File: config.mk
export PLATFORM = sky130hd
export DESIGN_NAME = wallace_squarer
export DESIGN_NICKNAME = d
export VERILOG_FILES = /design/src/rtl/sqr_pkg.sv /design/src/rtl/sqr_fold.sv /design/src/rtl/sqr_csa_layer.sv /design/src/rtl/sqr_cpa.sv /design/src/rtl/wallace_squarer.sv
export SDC_FILE = /design/constraint.sdc
export NUM_CORES = 1
export LEC_CHECK = 0
export ABC_CLOCK_PERIOD_IN_PS = 7200
export BUFFER_PORTS_ARGS = -buffer_cell sky130_fd_sc_hd__buf_2
export CORE_AREA = 2 2 77 79
export DETAILED_ROUTE_END_ITERATION = 8
export DIE_AREA = 0 0 79 81
export PLACE_DENSITY = 0.82
export SLEW_MARGIN = 20
export SYNTH_ARGS = -nofsm -noshare
export SYNTH_HDL_FRONTEND = slang
export SYNTH_HIERARCHICAL = 1
export SYNTH_SLANG_ARGS = --single-unit
File: constraint.sdc
create_clock -name vclk -period 7.2
set_clock_uncertainty 0.2 [all_clocks]
set_input_delay 0.36 -clock vclk [all_inputs]
set_output_delay 0.36 -clock vclk [all_outputs]
set_load 0.005 [all_outputs]
File: src/rtl/sqr_pkg.sv
// Package: shared adder cells and elaboration-time column-height arithmetic
// for the folded squaring array. Assumes W <= 32 (64 columns at most).
package sqr_pkg;

    // Full adder (3:2 counter): returns {carry, sum}.
    function automatic logic [1:0] fa(input logic a, input logic b, input logic c);
        return {(a & b) | (a & c) | (b & c), a ^ b ^ c};
    endfunction

    // Half adder: returns {carry, sum}.
    function automatic logic [1:0] ha(input logic a, input logic b);
        return {a & b, a ^ b};
    endfunction

    // Number of bits in column c of the folded array for a w-bit operand.
    function automatic int fold_height(input int w, input int c);
        int cnt;
        cnt = 0;
        if ((c % 2 == 0) && (c / 2 < w)) cnt++;
        for (int i = 0; i < w; i++)
            for (int j = i + 1; j < w; j++)
                if (i + j + 1 == c) cnt++;
        return cnt;
    endfunction

    // Row occupied by the folded cross term of bits i < j inside its column.
    function automatic int pair_row(input int w, input int i, input int j);
        int c, d, lo;
        c  = i + j + 1;
        d  = ((c % 2 == 0) && (c / 2 < w)) ? 1 : 0;
        lo = (c - w > 0) ? c - w : 0;
        return d + i - lo;
    endfunction

    // Height of column c at the input of reduction layer lvl.
    function automatic int layer_height(input int w, input int lvl, input int c);
        int h  [64];
        int nh [64];
        int below;
        if (c < 0 || c >= 2 * w) return 0;
        for (int k = 0; k < 2 * w; k++) h[k] = fold_height(w, k);
        for (int l = 0; l < lvl; l++) begin
            for (int k = 0; k < 2 * w; k++) begin
                below = (k > 0) ? h[k-1] : 0;
                nh[k] = h[k] / 3 + ((h[k] % 3 != 0) ? 1 : 0)
                      + below / 3 + ((below % 3 == 2) ? 1 : 0);
            end
            for (int k = 0; k < 2 * w; k++) h[k] = nh[k];
        end
        return h[c];
    endfunction

    // Number of layers needed until every column holds two bits or fewer.
    function automatic int layer_count(input int w);
        int lvl, mx;
        for (lvl = 0; lvl < 32; lvl++) begin
            mx = 0;
            for (int c = 0; c < 2 * w; c++)
                if (layer_height(w, lvl, c) > mx) mx = layer_height(w, lvl, c);
            if (mx <= 2) break;
        end
        return lvl;
    endfunction

endpackage

File: src/rtl/sqr_fold.sv
// Module: builds the folded partial-product array of operand*operand.
// Self terms go to column 2k, merged cross terms to column i+j+1.
// Assumes W >= 2; every unused array position is driven with 0.
module sqr_fold
    import sqr_pkg::*;
#(
    parameter int W = 8
) (
    input  logic [W-1:0]                operand,
    output logic [2*W-1:0][W-1:0]       matrix
);
    localparam int COLS = 2 * W;
    localparam int HMAX = W;

    // Self terms: bit k squared is bit k, weight 2^(2k), row 0 of its column.
    for (genvar k = 0; k < W; k++) begin : g_diag
        assign matrix[2*k][0] = operand[k];
    end

    // Merged cross terms: 2 * b_i * b_j lands one column above i+j.
    for (genvar i = 0; i < W; i++) begin : g_row
        for (genvar j = i + 1; j < W; j++) begin : g_col
            assign matrix[i+j+1][pair_row(W, i, j)] = operand[i] & operand[j];
        end
    end

    // Zero fill above each column's occupied height.
    for (genvar c = 0; c < COLS; c++) begin : g_fill
        localparam int H = fold_height(W, c);
        for (genvar r = H; r < HMAX; r++) begin : g_zero
            assign matrix[c][r] = 1'b0;
        end
    end

endmodule

File: src/rtl/sqr_csa_layer.sv
// Module: one Wallace reduction layer. Each column is split into groups of
// three (full adders), a leftover pair (half adder) or a lone bit (passed).
// Sums stay in the column, carries move one column up; no ripple inside.
// Assumes column heights follow sqr_pkg::layer_height for level LVL.
module sqr_csa_layer
    import sqr_pkg::*;
#(
    parameter int W   = 8,
    parameter int LVL = 0
) (
    input  logic [2*W-1:0][W-1:0] bits_in,
    output logic [2*W-1:0][W-1:0] bits_out
);
    localparam int COLS = 2 * W;
    localparam int HMAX = W;

    logic unused_in;
    assign unused_in = ^bits_in;

    for (genvar c = 0; c < COLS; c++) begin : g_c
        localparam int H    = layer_height(W, LVL, c);
        localparam int HB   = layer_height(W, LVL, c - 1);
        localparam int NFA  = H / 3;
        localparam int NSUM = NFA + ((H % 3 != 0) ? 1 : 0);
        localparam int NCY  = NFA + ((H % 3 == 2) ? 1 : 0);
        localparam int NCYB = HB / 3 + ((HB % 3 == 2) ? 1 : 0);

        logic [HMAX-1:0] sum_c;
        logic [HMAX-1:0] cy_c;
        logic            unused_cy;
        assign unused_cy = ^cy_c;

        // Full-adder groups of three bits.
        for (genvar g = 0; g < NFA; g++) begin : g_fa
            assign {cy_c[g], sum_c[g]} =
                fa(bits_in[c][3*g], bits_in[c][3*g+1], bits_in[c][3*g+2]);
        end

        // Leftover: pair into a half adder, or single bit passed through.
        if (H % 3 == 2) begin : g_ha
            assign {cy_c[NFA], sum_c[NFA]} = ha(bits_in[c][3*NFA], bits_in[c][3*NFA+1]);
        end else if (H % 3 == 1) begin : g_pass
            assign sum_c[NFA] = bits_in[c][3*NFA];
        end

        for (genvar g = NSUM; g < HMAX; g++) begin : g_sz
            assign sum_c[g] = 1'b0;
        end
        for (genvar g = NCY; g < HMAX; g++) begin : g_cz
            assign cy_c[g] = 1'b0;
        end

        // Output column: own sums first, then carries from the column below.
        for (genvar k = 0; k < HMAX; k++) begin : g_out
            if (k < NSUM) begin : g_s
                assign bits_out[c][k] = sum_c[k];
            end else if (k < NSUM + NCYB) begin : g_k
                assign bits_out[c][k] = g_c[c-1].cy_c[k-NSUM];
            end else begin : g_z
                assign bits_out[c][k] = 1'b0;
            end
        end
    end

endmodule

File: src/rtl/sqr_cpa.sv
// Module: final carry-propagate (ripple) adder over the two remaining rows.
// Assumes every column holds at most two bits, in rows 0 and 1.
module sqr_cpa
    import sqr_pkg::*;
#(
    parameter int W = 8
) (
    input  logic [2*W-1:0][W-1:0] matrix,
    output logic [2*W-1:0]        sum
);
    localparam int COLS = 2 * W;

    logic [COLS:0] carry;
    logic          unused_top;

    assign carry[0]   = 1'b0;
    assign unused_top = carry[COLS] ^ (^matrix);

    // Ripple chain: one full adder per column.
    for (genvar c = 0; c < COLS; c++) begin : g_rip
        assign {carry[c+1], sum[c]} = fa(matrix[c][0], matrix[c][1], carry[c]);
    end

endmodule

File: src/rtl/wallace_squarer.sv
// Module: top of the combinational squarer. Folds the array, reduces it with
// a parameter-sized chain of Wallace layers, then adds the last two rows.
// Assumes an unsigned operand and W >= 2; no clock, no reset, no state.
module wallace_squarer
    import sqr_pkg::*;
#(
    parameter int W = 8
) (
    input  logic [W-1:0]   operand,
    output logic [2*W-1:0] square
);
    localparam int COLS = 2 * W;
    localparam int HMAX = W;
    localparam int NL   = layer_count(W);

    logic [COLS-1:0][HMAX-1:0] stage [NL+1];

    sqr_fold #(.W(W)) u_fold (
        .operand (operand),
        .matrix  (stage[0])
    );

    for (genvar l = 0; l < NL; l++) begin : g_layer
        sqr_csa_layer #(.W(W), .LVL(l)) u_layer (
            .bits_in  (stage[l]),
            .bits_out (stage[l+1])
        );
    end

    sqr_cpa #(.W(W)) u_cpa (
        .matrix (stage[NL]),
        .sum    (square)
    );

endmodule

==> run metrics, run 1 <==
status=finished clean; drt initial violations=16; Synth Instances=92; FILL cells=631; Ant. Diodes=0; DRT Pass-1 Iters=2; Syn Area/Cell=11.3 um^2; Avg WL per Cell=9.33 um; Die ar.=0.00640 mm^2; # clk buffers=0; row cnt=28; Final Cell Area=0.00108 mm^2; Die Wd=79 um; Hold Path Cell Cnt=3; I/O pin count=24; CP peak stage delay=480 ps; Startpoint Class=input pin; Fin. Hold Viols=0; placeable core area=0.00568 mm^2; Placer Congestion=0.730; post-DR vias/cell=3.40; seq_cells=0; Ys Warns=6; Final Net Count=143; synthesized area=0.00104 mm^2; Seq. cell area=0 um^2; PostCTS Resize Cnt=0; port buffer count=23; largest net degree at the start of global routing=9; global-route wire length before repair=2900 um; worst min path class=input pin to primary output; setup TNS=0 ps; Worst Path Required=6640 ps; peak supply drop=47.2 uV; crit path max fanout=8; Final Critical Period=6530 ps; area grow syn2layout=4.21%; hold buffers post-CTS=0; worst setup path category=input pin to primary output; share of cells above drive strength 1=0.240; vias in the first global route=652; initial antenna violation count=0; GRT Util Overall=0.0553; Worst path depth=16; period utilization=0.907; CP endpoint kind=primary output; worst path buffer plus inverter count=2; delay-heaviest family, CP=adder cells; Total Power=113 uW; leakage=0.000537 uW; Routed Antenna Nets=0; RSZ-0062 raised after global routing=no; residual DRC count=0; Crit path arrival time=5970 ps; Fin Hold WS=920 ps; setup violators final=0; footprint of the multi-input gates=876 um^2; WL final=1600 um; Worst path most repeated cell=fa_1; f_max=153 MHz; CP Cell Sequence=buf_2, and2_1, fa_1, fa_1, fa_1, fa_1, fa_1, fa_1, fa_1, fa_1, fa_1, fa_1, fa_1, fa_1, xor3_1, buf_2; final slew viol count=0; slowest CP cell=fa_1; GRT Residual Overflow=0; area post-placement=0.00108 mm^2; Max-Cap Viols=0; cell area power density=104 mW/mm^2; starting density of the core=0.183; vias=581; Die Ht=81 um; postcts setup bufs=0; HPWL after DPL=1440 um
[per-stage QoR]
stage               setup slack (ps)  instances  utilization
CTS                              602        171        0.191
detailed placement               600        171        0.191
floorplan                        966         98            -
global route                     470        171        0.191
global placement                 683        171        0.191
finish                           668        171        0.191
[layer usage]
layer  part of all wire  GRT usage  vias up
met5                  0          0        -
met4                  0          0        0
met3              0.051          0        0
met2               0.46     0.0992       22
met1               0.48     0.0804      295
li1                   -          -      264
[placed cells by master (no fill, tap or decap)]
| cell type | instances |
|---|---|
| and2_1 | 28 |
| buf_2 | 23 |
| conb_1 | 7 |
| fa_1 | 25 |
| ha_1 | 12 |
| xor3_1 | 1 |
[where the power goes]
| part | total (uW) | switching [uW] | internal [uW] | leakage [uW] |
|---|---|---|---|---|
| Sequential | 0 | 0 | 0 | 0 |
| Combinational | 113 | 55.7 | 57.1 | 0.000537 |
| Clock | 0 | 0 | 0 | 0 |
[final cells by class]
type | count | area share
multi-input cells | 73 | 0.807
well taps | 75 | 0.0865
repair buffers | 23 | 0.106
[path summary, 6_finish.rpt]
check,from,to
hold / removal,operand[0],square[0]
setup / recovery,operand[3],square[15]
Power figures use the tool's default switching activity.
==> run 2, diff against run 1 <==
--- a/config.mk
+++ b/config.mk
@@ -7,10 +7,10 @@
 export LEC_CHECK = 0
 export ABC_CLOCK_PERIOD_IN_PS = 7200
 export BUFFER_PORTS_ARGS = -buffer_cell sky130_fd_sc_hd__buf_2
-export CORE_AREA = 2 2 77 79
+export CORE_AREA = 2 2 99 101
 export DETAILED_ROUTE_END_ITERATION = 8
-export DIE_AREA = 0 0 79 81
-export PLACE_DENSITY = 0.82
+export DIE_AREA = 0 0 101 103
+export PLACE_DENSITY = 0.56
 export SLEW_MARGIN = 20
 export SYNTH_ARGS = -nofsm -noshare
 export SYNTH_HDL_FRONTEND = slang
==> run 2 against run 1 <==
Fmax shrank 0.26%. Via count down 2.9%. Routed wire length increased by 5.4%. First-iteration DRC count rose by 25%. Largest cell class unchanged.
==> run metrics, run 2 (synthesis gave the netlist of run 1 again) <==
status=finished clean; HPWL after DPL=1620 um (+13%); starting density of the core=0.110 (-0.0734); most common cell after layout, fill and taps aside=and2_1; # clk buffers=0 (unchanged); worst path buffer plus inverter count=2 (unchanged); CP endpoint kind=primary output; Die ar.=0.0104 mm^2 (+63%); leakage=0.000537 uW (unchanged); hold buffers post-CTS=0 (unchanged); Fin Hold WS=957 ps (+37.2 ps); setup TNS=0 ps (unchanged); internal power=55.6 uW (-2.5%); Worst Path Required=6640 ps (about the same); vias=564 (-2.9%); Ant. Diodes=0 (unchanged); GRT Util Overall=0.0343 (-0.0210); delay-heaviest family, CP=adder cells; Worst path most repeated cell=fa_1; CP peak stage delay=480 ps (about the same); port buffer count=23 (unchanged); largest net degree at the start of global routing=9 (unchanged); Routed Antenna Nets=0 (unchanged); DRT Pass-1 Iters=3 (+1); residual DRC count=0 (unchanged); Die Wd=101 um (+28%); Placer Congestion=0.756 (+3.6%); postcts setup bufs=0 (unchanged); Clk pwr share=0 (unchanged); global-route wire length before repair=2900 um (unchanged); area grow syn2layout=8.89%; slowest CP cell=fa_1; vias in the first global route=607 (-6.9%); setup violators final=0 (unchanged); Reg power frac=0 (unchanged); commonest cells after routing, fill and taps aside=and2_1 (28), fa_1 (25), buf_2 (23), ha_1 (12), conb_1 (7); initial antenna violation count=0 (unchanged); Psw=56.0 uW (+0.62%); Final Cell Area=0.00113 mm^2 (+4.5%); seq_cells=0 (unchanged); period utilization=0.910 (+0.00237); worst min path class=input pin to primary output; Startpoint Class=input pin; share of cells above drive strength 1=0.240 (unchanged); Final Net Count=143 (unchanged); PostCTS Resize Cnt=0 (unchanged); cell area power density=98.5 mW/mm^2 (-5.2%); area post-placement=0.00113 mm^2 (+4.5%); Avg WL per Cell=8.00 um (-14%); Logic pwr share=1.000 (about the same); Switching Fraction=0.502 (+0.00793); Seq. cell area=0 um^2 (unchanged); WL final=1680 um (+5.4%); RSZ-0062 raised after global routing=no; crit path max fanout=8 (unchanged); Die Ht=103 um (+27%); Crit path arrival time=5990 ps (+20 ps); Max-Cap Viols=0 (unchanged); CP Cell Sequence=buf_2, and2_1, fa_1, fa_1, fa_1, fa_1, fa_1, fa_1, fa_1, fa_1, fa_1, fa_1, fa_1, fa_1, xor3_1, buf_2; peak supply drop=31.8 uV (-33%); row cnt=36 (+29%); GRT Residual Overflow=0 (unchanged); post-DR vias/cell=2.69 (-21%); final slew viol count=0 (unchanged); Final Critical Period=6550 ps (+17.1 ps); Fin. Hold Viols=0 (unchanged); placeable core area=0.00946 mm^2 (+67%); worst setup path category=input pin to primary output; I/O pin count=24 (unchanged); drt initial violations=20 (+4); f_max=153 MHz (-0.26%)
run 2: cell counts in the layout (fill, tap and decap cells not counted):
Identical to the previous run, type by type.
run 2: layer usage:
layer / wire (um) / share of wire / up-vias / global-route usage
met2: 746 / 0.44 / 19 / 0.0559
met4: 0 / 0 / 0 / 0
met5: 0 / 0 / - / 0
met3: 91 / 0.054 / 0 / 0.00271
li1: - / - / 264 / -
met1: 843 / 0.50 / 281 / 0.0525
run 2: cell type report:
cell class	count	area, um^2
fill	1089	8330
timing repair buffer	23	115
tap	114	143
multi-input combinational	73	876
run 2: power by group through the flow:
| stage | clock, uW | sequential [uW] | combinational [uW] |
|---|---|---|---|
| 3_5_place_dp | 0 | 0 | 117 |
| 4_1_cts | 0 | 0 | 118 |
| 6_report | 0 | 0 | 112 |
| 5_1_grt | 0 | 0 | 133 |
| 3_3_place_gp | 0 | 0 | 116 |
| 2_1_floorplan | 0 | 0 | 81.5 |
run 2: final timing paths:
path	from	end	slack, ps	depth (start not counted)
hold / removal	operand[0]	square[0]	960	3
setup / recovery	operand[3]	square[15]	650	16
run 2: stage by stage:
stage          utilization  instances  setup slack (ps)  power (uW)
2_1_floorplan            -         98               966        81.5
3_3_place_gp         0.120        210               665         116
5_1_grt              0.120        210               475         133
4_1_cts              0.120        210               594         118
6_report             0.120        210               651         112
3_5_place_dp         0.120        210               573         117
run 2: tightest hold or removal path: stages:
cell	delay (ps)
buf_2	160
ha_1	160
buf_2	110
